==> src/rtl/vrx_pkg.sv <==
package vrx_pkg;

    localparam int RX_DATA_W  = 8;
    localparam int RX_SLICES  = 16;
    localparam int RX_SLICE_W = $clog2(RX_SLICES);

    typedef enum logic [0:0] {
        FR_IDLE = 1'b0,
        FR_BUSY = 1'b1
    } fr_state_e;

    typedef struct packed {
        logic [RX_DATA_W-1:0] data;
        logic                 bit8;
    } rx_frame_t;

    function automatic logic maj3(input logic [2:0] s);
        return (s[0] & s[1]) | (s[0] & s[2]) | (s[1] & s[2]);
    endfunction

    function automatic int unsigned last_bit_idx(input logic long_frame);
        return long_frame ? RX_DATA_W + 2 : RX_DATA_W + 1;
    endfunction

endpackage

==> src/rtl/vrx_sync.sv <==
module vrx_sync #(
    parameter int STAGES = 2
) (
    input  logic clk,
    input  logic rst,
    input  logic din,
    output logic dout
);
    logic [STAGES-1:0] q;

    always_ff @(posedge clk) begin
        if (rst) q <= '1;
        else     q <= {q[STAGES-2:0], din};
    end

    assign dout = q[STAGES-1];
endmodule

==> src/rtl/vrx_slicer.sv <==
module vrx_slicer
    import vrx_pkg::*;
#(
    parameter int SLICES  = RX_SLICES,
    parameter int VOTE_AT = SLICES / 2,
    localparam int SW     = $clog2(SLICES)
) (
    input  logic          clk,
    input  logic          rst,
    input  logic          tick,
    input  logic          start,
    input  logic          busy,
    input  logic          line,
    output logic [SW-1:0] slice,
    output logic          bit_done,
    output logic          bit_val
);
    logic [SW-1:0] cnt;
    logic [SW-1:0] nxt;
    logic [1:0]    early;

    // Next slice index, wrapping after the last slice of a bit.
    assign nxt = (cnt == SW'(SLICES - 1)) ? '0 : cnt + 1'b1;

    always_ff @(posedge clk) begin
        if (rst) begin
            cnt   <= '0;
            early <= '0;
        end else if (tick) begin
            if (start) begin
                cnt <= '0;
            end else if (busy) begin
                cnt <= nxt;
                if (nxt == SW'(VOTE_AT))     early[0] <= line;
                if (nxt == SW'(VOTE_AT + 1)) early[1] <= line;
            end
        end
    end

    // Third vote sample is the live line on the deciding tick.
    assign bit_done = tick & busy & ~start & (nxt == SW'(VOTE_AT + 2));
    assign bit_val  = maj3({early, line});
    assign slice    = cnt;
endmodule

==> src/rtl/vrx_framer.sv <==
module vrx_framer
    import vrx_pkg::*;
(
    input  logic      clk,
    input  logic      rst,
    input  logic      tick,
    input  logic      line,
    input  logic      mode9,
    input  logic      bit_done,
    input  logic      bit_val,
    output logic      busy,
    output logic      start,
    output logic      frame_done,
    output rx_frame_t frm
);
    localparam int DW = RX_DATA_W;
    localparam int IW = $clog2(DW + 3);

    fr_state_e         state;
    logic [IW-1:0]     idx;
    logic [IW-1:0]     fin_idx;
    logic [DW-1:0]     shreg;
    logic              ninth;
    logic              last;

    assign fin_idx    = IW'(last_bit_idx(mode9));
    assign busy       = (state == FR_BUSY);
    assign start      = tick & (state == FR_IDLE) & last & ~line;
    assign frame_done = bit_done & busy & (idx == fin_idx);

    always_ff @(posedge clk) begin
        if (rst) begin
            state <= FR_IDLE;
            idx   <= '0;
            shreg <= '0;
            ninth <= 1'b0;
            last  <= 1'b1;
        end else begin
            case (state)
                FR_IDLE: begin
                    if (tick) begin
                        last <= line;
                        if (start) begin
                            state <= FR_BUSY;
                            idx   <= '0;
                        end
                    end
                end
                FR_BUSY: begin
                    if (bit_done) begin
                        idx <= idx + 1'b1;
                        if (idx == '0) begin
                            if (bit_val) begin
                                state <= FR_IDLE;
                                last  <= line;
                            end
                        end else if (idx == fin_idx) begin
                            state <= FR_IDLE;
                            last  <= line;
                        end else if (idx <= IW'(DW)) begin
                            shreg <= {bit_val, shreg[DW-1:1]};
                        end else begin
                            ninth <= bit_val;
                        end
                    end
                end
                default: state <= FR_IDLE;
            endcase
        end
    end

    assign frm.data = shreg;
    assign frm.bit8 = mode9 ? ninth : bit_val;
endmodule

==> src/rtl/vrx_commit.sv <==
module vrx_commit
    import vrx_pkg::*;
(
    input  logic                 clk,
    input  logic                 rst,
    input  logic                 frame_done,
    input  rx_frame_t            frm,
    input  logic                 mp_filter,
    input  logic                 flag_clr,
    output logic [RX_DATA_W-1:0] rx_byte,
    output logic                 rx_bit8,
    output logic                 rx_done
);
    logic accept;

    // The qualifying bit for the filter is the bit that lands in rx_bit8.
    assign accept = frame_done & ~rx_done & (~mp_filter | frm.bit8);

    always_ff @(posedge clk) begin
        if (rst) begin
            rx_byte <= '0;
            rx_bit8 <= 1'b0;
            rx_done <= 1'b0;
        end else begin
            if (accept) begin
                rx_byte <= frm.data;
                rx_bit8 <= frm.bit8;
            end
            rx_done <= accept | (rx_done & ~flag_clr);
        end
    end
endmodule

==> src/rtl/vote_uart_rx.sv <==
module vote_uart_rx
    import vrx_pkg::*;
(
    input  logic                 clk,
    input  logic                 rst,
    input  logic                 rx_line,
    input  logic                 tick16,
    input  logic                 mode9,
    input  logic                 mp_filter,
    input  logic                 flag_clr,
    output logic [RX_DATA_W-1:0] rx_byte,
    output logic                 rx_bit8,
    output logic                 rx_done
);
    logic                  line_s;
    logic                  busy;
    logic                  start;
    logic                  bit_done;
    logic                  bit_val;
    logic                  frame_done;
    logic [RX_SLICE_W-1:0] slice;
    rx_frame_t             frm;

    vrx_sync #(.STAGES(2)) u_sync (
        .clk  (clk),
        .rst  (rst),
        .din  (rx_line),
        .dout (line_s)
    );

    vrx_slicer #(.SLICES(RX_SLICES)) u_slicer (
        .clk      (clk),
        .rst      (rst),
        .tick     (tick16),
        .start    (start),
        .busy     (busy),
        .line     (line_s),
        .slice    (slice),
        .bit_done (bit_done),
        .bit_val  (bit_val)
    );

    vrx_framer u_framer (
        .clk        (clk),
        .rst        (rst),
        .tick       (tick16),
        .line       (line_s),
        .mode9      (mode9),
        .bit_done   (bit_done),
        .bit_val    (bit_val),
        .busy       (busy),
        .start      (start),
        .frame_done (frame_done),
        .frm        (frm)
    );

    vrx_commit u_commit (
        .clk        (clk),
        .rst        (rst),
        .frame_done (frame_done),
        .frm        (frm),
        .mp_filter  (mp_filter),
        .flag_clr   (flag_clr),
        .rx_byte    (rx_byte),
        .rx_bit8    (rx_bit8),
        .rx_done    (rx_done)
    );
endmodule

==> config.mk <==
export PLATFORM = sky130hd
export DESIGN_NAME = vote_uart_rx
export DESIGN_NICKNAME = d
export VERILOG_FILES = /design/src/rtl/vrx_pkg.sv /design/src/rtl/vrx_sync.sv /design/src/rtl/vrx_slicer.sv /design/src/rtl/vrx_framer.sv /design/src/rtl/vrx_commit.sv /design/src/rtl/vote_uart_rx.sv
export SDC_FILE = /design/constraint.sdc
export NUM_CORES = 1
export LEC_CHECK = 0
export ABC_AREA = 0
export BUFFER_PORTS_ARGS = -buffer_cell sky130_fd_sc_hd__buf_2
export CORE_MARGIN = 3
export CORE_UTILIZATION = 62
export CTS_BUF_LIST = sky130_fd_sc_hd__clkbuf_4 sky130_fd_sc_hd__clkbuf_8 sky130_fd_sc_hd__clkbuf_16
export CTS_CLUSTER_SIZE = 28
export DETAILED_ROUTE_END_ITERATION = 12
export PLACE_DENSITY_LB_ADDON = 0.25
export RECOVER_POWER = 50
export SYNTH_ARGS = -nofsm -noshare
export SYNTH_HDL_FRONTEND = slang
export SYNTH_HIERARCHICAL = 1
export SYNTH_SLANG_ARGS = --single-unit
==> constraint.sdc <==
create_clock -name clk -period 3.7 [get_ports clk]
set_input_delay 0.185 -clock clk [delete_from_list [all_inputs] [get_ports clk]]
set_output_delay 0.185 -clock clk [all_outputs]
set_load 0.1 [all_outputs]
==> impl_metrics.csv <==
group,metric,value,unit
global_routing,grt-ovfl-total,0,
placement,port_buffers,16,
cells_and_area,antenna_cells,0,
yosys,synth_area_per_cell,9.60,sq um
critical_path,end_kind,"flip-flop",
yosys,synth_cells,170,
power_and_ir_drop,power_density,401,mW/mm^2
global_routing,grt_pass1_wl,5.30,mm
timing,finClkSkew,0.0251,ns
routing,initialDrtViolationCount,30,
critical_path,worstPathMaxFanout,10,
power_and_ir_drop,p_int,577,uW
power_and_ir_drop,clkPwrFrac,47.2,%
timing,final.setup.tns,0,ns
yosys,synth.area.top_cells,"dfxtp_1, mux2i_1, nand2b_1, ha_1, a21oi_1",
timing,worst_slack,0.713,ns
critical_path,startpoint_type,"flip-flop",
timing,period_needed,2.99,ns
clock_tree,cts_tree,"yes",
global_routing,grt_use_total,21.3,%
timing,slew_violations,0,
power_and_ir_drop,total_power,721,uW
yosys,yosysWarnings,6,
global_routing,antenna_found_initial,0,
yosys,ys_types,38,
routing,routed_wl,3.15,mm
yosys,ys_seq_area_share,40.5,%
yosys,syn-cell-area,0.00163,sq mm
yosys,yosysTopAreaCellShare,40.5,%
power_and_ir_drop,combPwrFrac,3.0,%
routing,num_vias,1238,
clock_tree,root_buffer,"clkbuf_4",
timing,rsz0062_at_grt,"no",
cells_and_area,fin_nets,202,
hold_path,holdCritPathClass,"in2reg",
power_and_ir_drop,p_sw,145,uW
timing,fin_hold_ws,0.0226,ns
clock_tree,cts.clk_slew.worst_paths,0.12,ns
cells_and_area,drive_gt1_share,11.1,%
run,cap_violations,0,
timing,tightest_slew,1.38,ns
power_and_ir_drop,leakagePower,0.672,nW
placement,placed_area,0.00172,sq mm
timing,post-route-period-util,80.7,%
floorplan,start_util,69.2,%
cells_and_area,syn_to_final_growth,10.3,%
critical_path,crit_type,"reg2reg",
critical_path,cp_data_required_time,3.97,ns
clock_tree,cts.path.max_buffers,2,
floorplan,die_w,57.3,um
floorplan,num_io_pins,17,
placement,dp_hpwl,2.05,mm
global_routing,grt_start_max_net_pins,45,
critical_path,cp_slowest_cell,"dfxtp_1",
placement,dp.cells,210,
routing,vias_per_cell,5.68,
critical_path,slowest_delay,0.51,ns
critical_path,arrival,3.25,ns
timing,fmax,335,MHz
routing,drtPass1Iterations,5,
floorplan,core,0.00236,sq mm
placement,place_congestion,0.846,
power_and_ir_drop,peakVddDrop,0.446,mV
clock_tree,clock_sinks,33,
routing,route.detailed.drc,0,
cells_and_area,final_cell_mix,"dfxtp_1, nand2b_1, mux2i_1",
critical_path,path_cells,"nand4bb_1, inv_1, nand4b_1, o22ai_1, and2_2, nand2_1, nor2_1, nand2b_4, a21oi_2, mux2i_1",
clock_tree,clkLatencyLatePin,0.36,ns
clock_tree,cts_resized,0,
cells_and_area,instances_no_fill,218,
clock_tree,cts_setup_buffers,0,
cells_and_area,final_cell_area,0.00180,sq mm
yosys,synth.largest_area_cell,"dfxtp_1",
clock_tree,htree_levels,2,
timing,hold_viol_final,0,
timing,final-setup-viol-count,0,
timing,slew_headroom,8.08,%
routing,drt-wirelength-per-cell,14.4,um
floorplan,row_count,17,
yosys,synth_fp_nets,183,
power_and_ir_drop,p_sw_share,20.0,%
clock_tree,holdBufCountCts,0,
placement,pre_cts_slack,0.906,ns
global_routing,grt_pass1_vias,1127,
clock_tree,cts_buffers,5,
cells_and_area,post-route-util,76.3,%
yosys,synth_seq_cells,33,
status,status,"finished, final reports clean",
floorplan,die_y,57.3,um
power_and_ir_drop,power_frac_seq,49.8,%
floorplan,dieArea,0.00329,sq mm
cells_and_area,final_common_cell,"dfxtp_1",
routing,ant_nets,0,
cell usage after synthesis (all sizes together):
| master | instances |
|---|---|
| nor3 | 1 |
| nand3b | 3 |
| xor2 | 1 |
| o22ai | 1 |
| buf | 2 |
| nand4bb | 1 |
| ha | 6 |
| a21o | 2 |
| dfxtp | 33 |
| mux2 | 2 |
| a21oi | 9 |
| nand4 | 1 |
| nand4b | 3 |
| o21ba | 1 |
| nand2 | 9 |
| maj3 | 1 |
| xnor2 | 1 |
| nor2b | 3 |
| nor2 | 6 |
| and3 | 1 |
| and2 | 2 |
| or3b | 2 |
| o21ai | 5 |
| a311oi | 2 |
| nor3b | 1 |
| or2 | 5 |
| a211o | 1 |
| inv | 8 |
| mux2i | 20 |
| clkbuf | 2 |
| o221ai | 1 |
| nand3 | 3 |
| nand2b | 31 |
cell families (layout without fill, tap and decap cells):
family / count (synthesis) / after routing / share of synthesized area (%)
buf+inv: 12 / 32 / 3.68
compound gates: 22 / 22 / 9.04
fa+ha+maj: 7 / 7 / 5.21
flops: 33 / 33 / 40.5
xor+xnor: 2 / 2 / 1.07
mux: 22 / 22 / 13.6
simple gates: 72 / 72 / 26.9
final timing paths:
| check | startpoint | end | slack [ns] | cells after the start |
|---|---|---|---|---|
| max reg2reg | u_framer/busy$_SDFF_PP0_ | u_commit/rx_byte[6]$_SDFFE_PP0P_ | 0.71 | 10 |
| min reg2reg | u_sync/q[0]$_SDFF_PP1_ | u_sync/q[1]$_SDFF_PP1_ | 0.41 | 1 |
| min | rx_line | u_sync/q[0]$_SDFF_PP1_ | 0.02 | 2 |
| max | u_framer/busy$_SDFF_PP0_ | u_commit/rx_byte[6]$_SDFFE_PP0P_ | 0.71 | 10 |
area by class of cell:
| class | count | area [sq um] |
|---|---|---|
| clock inverters | 3 | 65.1 |
| fillers | 170 | 561 |
| clock buffers | 5 | 37.5 |
| flip-flops and latches | 33 | 661 |
| well taps | 28 | 35.0 |
| multi-input cells | 125 | 906 |
| repair buffers | 16 | 66.3 |
| inverters | 8 | 30.0 |
power groups by stage:
stage | Combinational (mW) | Sequential (mW) | Clock, mW
after global placement | 0.0205 | 0.367 | 0
after detailed placement | 0.0212 | 0.367 | 0
after global routing | 0.0243 | 0.360 | 0.363
final | 0.0219 | 0.359 | 0.340
after CTS | 0.0216 | 0.359 | 0.345
after floorplan | 0.0129 | 0.367 | 0
critical path: cells and delay by family, from the launching register on:
family,cells,cell delay (ns)
buf+inv,1,0.16
simple gates,6,1.20
flops,1,0.51
mux,1,0.28
compound gates,2,0.75
per-layer routing:
layer | GRT usage (%) | vias up | wire length, um
met1 | 27.0 | 581 | 1440
met5 | 0 | - | 0
met3 | 8.37 | 5 | 198
met4 | 7.28 | 0 | 40
li1 | - | 621 | -
met2 | 33.0 | 31 | 1470
state kept, by name (all words and copies together) (netlist names):
signal            cells
u_commit/rx_bit8      1
u_commit/rx_byte      8
u_commit/rx_done      1
u_framer/busy         1
u_framer/idx          4
u_framer/last         1
u_framer/ninth        1
u_framer/shreg        8
u_slicer/early        2
u_slicer/slice        4
u_sync/q              2
Note: power is estimated with default switching activity, not from simulation.
